[src/rtl/l2mt_pkg.sv]
package l2mt_pkg;
  typedef enum logic [2:0] {
    RSP_HIT    = 3'd0,
    RSP_BYPASS = 3'd1,
    RSP_ALLOC  = 3'd2,
    RSP_MERGE  = 3'd3,
    RSP_STALL  = 3'd4
  } rsp_kind_e;
endpackage

[src/rtl/l2mt_cam.sv]
// Parallel address compare against every valid slot.
module l2mt_cam #(
  parameter int ENTRIES = 16,
  parameter int ADDR_W  = 26
) (
  input  logic [ENTRIES-1:0] slot_valid,
  input  logic [ADDR_W-1:0]  slot_tag [ENTRIES],
  input  logic [ADDR_W-1:0]  key,
  output logic [ENTRIES-1:0] match
);
  for (genvar g = 0; g < ENTRIES; g++) begin : g_cmp
    assign match[g] = slot_valid[g] && (slot_tag[g] == key);
  end
endmodule

[src/rtl/l2mt_free_pick.sv]
// Lowest-index free slot finder.
module l2mt_free_pick #(
  parameter int ENTRIES = 16,
  localparam int IDX_W = (ENTRIES > 1) ? $clog2(ENTRIES) : 1
) (
  input  logic [ENTRIES-1:0] slot_valid,
  output logic               any_free,
  output logic [IDX_W-1:0]   free_idx
);
  always_comb begin
    any_free = 1'b0;
    free_idx = '0;
    for (int i = ENTRIES - 1; i >= 0; i--) begin
      if (!slot_valid[i]) begin
        any_free = 1'b1;
        free_idx = IDX_W'(i);
      end
    end
  end
endmodule

[src/rtl/l2mt_occ_counter.sv]
// Registered occupancy count and full flag.
module l2mt_occ_counter #(
  parameter int ENTRIES = 16,
  localparam int CNT_W = $clog2(ENTRIES + 1)
) (
  input  logic             clk,
  input  logic             rst,
  input  logic             inc,
  input  logic             dec,
  output logic [CNT_W-1:0] count_q,
  output logic             full_q
);
  logic [CNT_W-1:0] count_next;

  always_comb begin
    unique case ({inc, dec})
      2'b10:   count_next = count_q + CNT_W'(1);
      2'b01:   count_next = count_q - CNT_W'(1);
      default: count_next = count_q;
    endcase
  end

  always_ff @(posedge clk) begin
    if (rst) begin
      count_q <= '0;
      full_q  <= 1'b0;
    end else begin
      count_q <= count_next;
      full_q  <= (count_next == CNT_W'(ENTRIES));
    end
  end
endmodule

[src/rtl/l2_miss_tracker.sv]
module l2_miss_tracker
  import l2mt_pkg::*;
#(
  parameter int ENTRIES = 16,
  parameter int ADDR_W  = 26,
  localparam int CNT_W = $clog2(ENTRIES + 1),
  localparam int IDX_W = (ENTRIES > 1) ? $clog2(ENTRIES) : 1
) (
  input  logic              clk,
  input  logic              rst,
  input  logic              req_valid,
  input  logic [ADDR_W-1:0] req_addr,
  input  logic              req_hit,
  input  logic              req_pf,
  input  logic              req_pf_l3,
  input  logic              fill_valid,
  input  logic [ADDR_W-1:0] fill_addr,
  output logic              rsp_valid,
  output logic [2:0]        rsp_kind,
  output logic [CNT_W-1:0]  occupancy,
  output logic              full,
  output logic              fill_ack_valid,
  output logic              fill_ack_hit,
  output logic              fill_ack_pf
);
  // slot storage
  logic [ENTRIES-1:0] slot_valid;
  logic [ENTRIES-1:0] slot_pf;
  logic [ADDR_W-1:0]  slot_tag [ENTRIES];

  logic [ENTRIES-1:0] req_match;
  logic [ENTRIES-1:0] fill_match;
  logic               any_free;
  logic [IDX_W-1:0]   free_idx;

  l2mt_cam #(.ENTRIES(ENTRIES), .ADDR_W(ADDR_W)) u_req_cam (
    .slot_valid(slot_valid), .slot_tag(slot_tag), .key(req_addr), .match(req_match)
  );

  l2mt_cam #(.ENTRIES(ENTRIES), .ADDR_W(ADDR_W)) u_fill_cam (
    .slot_valid(slot_valid), .slot_tag(slot_tag), .key(fill_addr), .match(fill_match)
  );

  l2mt_free_pick #(.ENTRIES(ENTRIES)) u_pick (
    .slot_valid(slot_valid), .any_free(any_free), .free_idx(free_idx)
  );

  // request classification
  logic needs_slot, do_merge, do_alloc, do_stall, do_release;
  logic [ENTRIES-1:0] rel_vec;
  rsp_kind_e kind_d;

  always_comb begin
    needs_slot = req_valid && !req_hit && !(req_pf && req_pf_l3);
    do_merge   = needs_slot && (|req_match);
    do_alloc   = needs_slot && !do_merge && !full && any_free;
    do_stall   = needs_slot && !do_merge && !do_alloc;
    rel_vec    = fill_valid ? fill_match : '0;
    do_release = |rel_vec;
    if (req_hit)                kind_d = RSP_HIT;
    else if (req_pf && req_pf_l3) kind_d = RSP_BYPASS;
    else if (do_merge)          kind_d = RSP_MERGE;
    else if (do_stall)          kind_d = RSP_STALL;
    else                        kind_d = RSP_ALLOC;
  end

  // slot state update
  always_ff @(posedge clk) begin
    if (rst) begin
      slot_valid <= '0;
      slot_pf    <= '0;
    end else begin
      for (int i = 0; i < ENTRIES; i++) begin
        if (rel_vec[i]) begin
          slot_valid[i] <= 1'b0;
        end
        if (do_merge && !req_pf && req_match[i]) begin
          slot_pf[i] <= 1'b0;
        end
        if (do_alloc && (free_idx == IDX_W'(i))) begin
          slot_valid[i] <= 1'b1;
          slot_pf[i]    <= req_pf;
        end
      end
    end
  end

  // address storage: no reset, single write port
  always_ff @(posedge clk) begin
    if (do_alloc) begin
      slot_tag[free_idx] <= req_addr;
    end
  end

  l2mt_occ_counter #(.ENTRIES(ENTRIES)) u_occ (
    .clk(clk), .rst(rst), .inc(do_alloc), .dec(do_release),
    .count_q(occupancy), .full_q(full)
  );

  // registered responses
  always_ff @(posedge clk) begin
    if (rst) begin
      rsp_valid      <= 1'b0;
      rsp_kind       <= 3'd0;
      fill_ack_valid <= 1'b0;
      fill_ack_hit   <= 1'b0;
      fill_ack_pf    <= 1'b0;
    end else begin
      rsp_valid      <= req_valid;
      rsp_kind       <= req_valid ? 3'(kind_d) : 3'd0;
      fill_ack_valid <= fill_valid;
      fill_ack_hit   <= do_release;
      fill_ack_pf    <= |(rel_vec & slot_pf);
    end
  end
endmodule

[config.mk]
export PLATFORM = sky130hd
export DESIGN_NAME = l2_miss_tracker
export DESIGN_NICKNAME = d
export VERILOG_FILES = /design/src/rtl/l2mt_pkg.sv /design/src/rtl/l2mt_cam.sv /design/src/rtl/l2mt_free_pick.sv /design/src/rtl/l2mt_occ_counter.sv /design/src/rtl/l2_miss_tracker.sv
export SDC_FILE = /design/constraint.sdc
export NUM_CORES = 1
export LEC_CHECK = 0
export BUFFER_PORTS_ARGS = -buffer_cell sky130_fd_sc_hd__buf_2
export CAP_MARGIN = 30
export CELL_PAD_IN_SITES_DETAIL_PLACEMENT = 0
export CELL_PAD_IN_SITES_GLOBAL_PLACEMENT = 1
export CORE_UTILIZATION = 56
export CTS_CLUSTER_SIZE = 16
export DETAILED_ROUTE_END_ITERATION = 16
export PLACE_DENSITY = 0.95
export SETUP_SLACK_MARGIN = 0.4
export SLEW_MARGIN = 20
export SYNTH_ARGS = -nofsm -noshare
export SYNTH_HDL_FRONTEND = slang
export SYNTH_SLANG_ARGS = --single-unit
[constraint.sdc]
create_clock -name clk -period 5.7 [get_ports clk]
set_clock_uncertainty 0.05 [all_clocks]
set_input_delay 0.285 -clock clk [delete_from_list [all_inputs] [get_ports clk]]
set_output_delay 0.285 -clock clk [all_outputs]
set_load 0.02 [all_outputs]
==> impl_metrics.tcl <==
set metrics [dict create \
    max-cap-violations 0 \
    drc_errors 0 \
    synth_area_mm2 0.0258 \
    grt_pass1_wl_um 131000 \
    avgSynthCellArea_um2 12.1 \
    fillerInstances 3501 \
    yosys.area.top_type "edfxtp_1" \
    wl_per_cell_um 31.9 \
    async_reset_ff_share_pct 0 \
    initial_utilization_pct 56.9 \
    io_buffer_count 71 \
    root_buffer "clkbuf_16" \
    end_kind "flip-flop" \
    synthDistinctLibCells 59 \
    viasPerCell 6.75 \
    power_leakage_nw 9.42 \
    clkPwrFrac_pct 41.4 \
    cp.arrival_ns 4.96 \
    yosysMostFrequentCell "xnor2_1" \
    drtIter0Drc 2568 \
    numCtsBuffers 49 \
    synth-seq-cells 461 \
    antenna_found_initial 1 \
    internal_power_mw 5.79 \
    netlist.area_leader.share_pct 48.4 \
    hold_class "input port to flip-flop" \
    clock-sinks 461 \
    nets 2304 \
    netlist_top_cells_count "447 x xnor2_1, 416 x edfxtp_1, 395 x xor2_1" \
    track_usage_pct 39.1 \
    core-area_mm2 0.0454 \
    holdPathEnd "rsp_kind[1]" \
    p_sw_mw 1.96 \
    min_from "req_pf_l3" \
    setup_viol 0 \
    drtPass1Iterations 6 \
    hold_ws_ns 0.0161 \
    r2r_cells 17 \
    routed_wl_um 91800 \
    finalCritPeriodShare_pct 78.5 \
    p_per_area_mw_per_mm2 270 \
    die_w_um 217 \
    status "finished, final reports clean" \
    die_area_mm2 0.0469 \
    die_y_um 217 \
    area_delta_synth_final_pct 11.3 \
    power_frac_comb_pct 10.7 \
    io_pins 72 \
    grt_pass1_vias 19000 \
    synth_cells 2139 \
    worstMarginPinSlew_ns 1.07 \
    drv_slew 0 \
    synth_ff_type "edfxtp_1" \
    relSlewSlack_pct 28.8 \
    clock_path_buffers 3 \
    vias 19400 \
    ir_drop_v 0.000244 \
    start_kind "input port" \
    cts_tree "yes" \
    hold_viol 0 \
    ant_nets 0 \
    yosysWarnings 0 \
    rsz0062_at_grt "no" \
    power_frac_seq_pct 47.8 \
    ys_top_cells_by_area "edfxtp_1 48%, xnor2_1 15%, xor2_1 13%, nand4_1 5.6%, dfxtp_1 3.5%" \
    overflow 0 \
    swShare_pct 25.3 \
    r2r_end "u_occ.full_q" \
    clk_pin_slew_ns 0.06 \
    multi_input_area_mm2 0.0116 \
    worst-path-max-fanout 25 \
    setup_tns_ns 0 \
    criticalPathCategory "input port to flip-flop" \
    layout-drive-gt1-share_pct 11.4 \
    critPathLaunch "req_addr[10]" \
    crit-reg2reg-launch "slot_tag[185]" \
    clock.fmax_mhz 223 \
    rrSetupSlack_ns 1.32 \
    num_rows 78 \
    htreeDepth 2 \
    synth_nets 2203 \
    required_ns 6.18 \
    whs_path_depth 3 \
    ys_seq_area_share_pct 51.9 \
    diodes 0 \
    seq_area_mm2 0.0134 \
    hpwl_um 60800 \
    place_congestion 1.01 \
    synth_edf_count 416 \
    grt_max_degree 31 \
    min_period_ns 4.48 \
    clk_latency_ns 0.61 \
]
[cell families (layout without fill, tap and decap cells)]
logic type	Yosys count	count (layout)	share of synthesized area (%)
compound gates	94	94	2.71
xor+xnor	842	842	28.6
fa+ha+maj	5	5	0.272
buf+inv	156	297	3.30
flops	461	461	51.9
simple gates	581	581	13.3
[critical path, cell delays in order]
cell,delay [ns]
buf_2,0.76
buf_4,0.33
xnor2_1,0.31
nand4_1,0.17
nor4_1,0.29
nand4_1,0.36
o2111ai_2,0.28
nor4_4,0.09
nand3_1,0.11
ha_1,0.29
inv_1,0.13
fa_1,0.43
inv_1,0.09
a21o_1,0.12
a21oi_1,0.08
xnor2_1,0.14
or3_1,0.31
a21oi_1,0.17
and3_1,0.17
[power by group through the flow]
stage / clock network (mW) / registers (mW) / logic [mW]
finish: 3.21 / 3.71 / 0.831
global route: 3.33 / 3.71 / 0.849
CTS: 3.21 / 3.71 / 0.803
detailed placement: 0 / 3.78 / 0.798
global placement: 0 / 3.78 / 0.787
floorplan: 0 / 3.78 / 0.461
[routing by layer]
metal  global-route usage, %  vias to the layer above  routed length [um]
li1                        -                     7997                   -
met1                    50.9                     9439               33700
met2                    56.8                     1595               38600
met3                    9.81                      411               11800
met4                    28.3                        2                7700
met5                       0                        -                  13
[flip-flops by register name (all words and copies together), names as in the netlist]
| signal | flops |
|---|---|
| rsp_valid | 1 |
| rsp_kind | 3 |
| fill_ack_hit | 1 |
| u_occ.full_q | 1 |
| u_occ.count_q | 5 |
| slot_tag | 416 |
| slot_pf | 16 |
| fill_ack_pf | 1 |
| fill_ack_valid | 1 |
| slot_valid | 16 |
[cells in the final DEF (no fill, tap or decap), types with 4 or more instances in the layout]
master	instances
or4_1	18
buf_4	85
a221oi_1	5
o221a_2	7
nor4_1	117
clkbuf_1	11
buf_2	71
a31oi_1	10
edfxtp_1	416
nor2b_1	7
nor2_1	88
nor3_1	21
a21oi_1	20
and3_1	12
nand4_1	232
inv_1	31
ha_1	4
clkbuf_8	5
buf_12	10
clkinv_1	10
o21a_1	6
o21ai_0	14
xnor2_1	447
a41o_1	5
nor4bb_1	8
dfxtp_1	45
xor2_1	395
buf_8	5
clkbuf_16	51
clkinv_2	6
nand3_1	27
and3b_1	14
nand2_1	23
[final cells by class]
type / count / share of cell area [%]
timing repair buffer: 175 / 4.54
sequential: 461 / 46.6
tap: 600 / 2.61
clock buffer: 67 / 4.83
multi-input combinational: 1522 / 40.3
clock inverter: 24 / 0.697
inverter: 31 / 0.405
[worst max path at each step]
| stage | endpoint | slack [ns] | cells past startpoint |
|---|---|---|---|
| final | u_occ.full_q | 1.22 | 19 |
| after global placement | u_occ.full_q | 0.76 | 19 |
| after global routing | u_occ.full_q | 1.23 | 19 |
| after detailed placement | u_occ.full_q | 0.83 | 19 |
| after floorplan | u_occ.full_q | 1.91 | 18 |
| after CTS | u_occ.full_q | 1.41 | 17 |
[per-stage QoR]
stage                     power, mW  util, %  instance area (um2)  std cells  setup slack [ns]
after global placement         4.57     59.6                27000       2780             0.761
after global routing           7.89     63.3                28700       2880              1.23
final                          7.75     63.3                28700       2880              1.22
after floorplan                4.24        -                25800       2139              1.91
after detailed placement       4.58     59.7                27100       2783             0.825
after CTS                      7.73     63.2                28700       2877              1.41
[what timing repair did]
action,in CTS,in global routing
resized for setup,0,0
endpoints found under the hold margin,3,0
buffers inserted,0,0
hold buffers,3,0
Note: power is estimated with default switching activity, not from simulation.
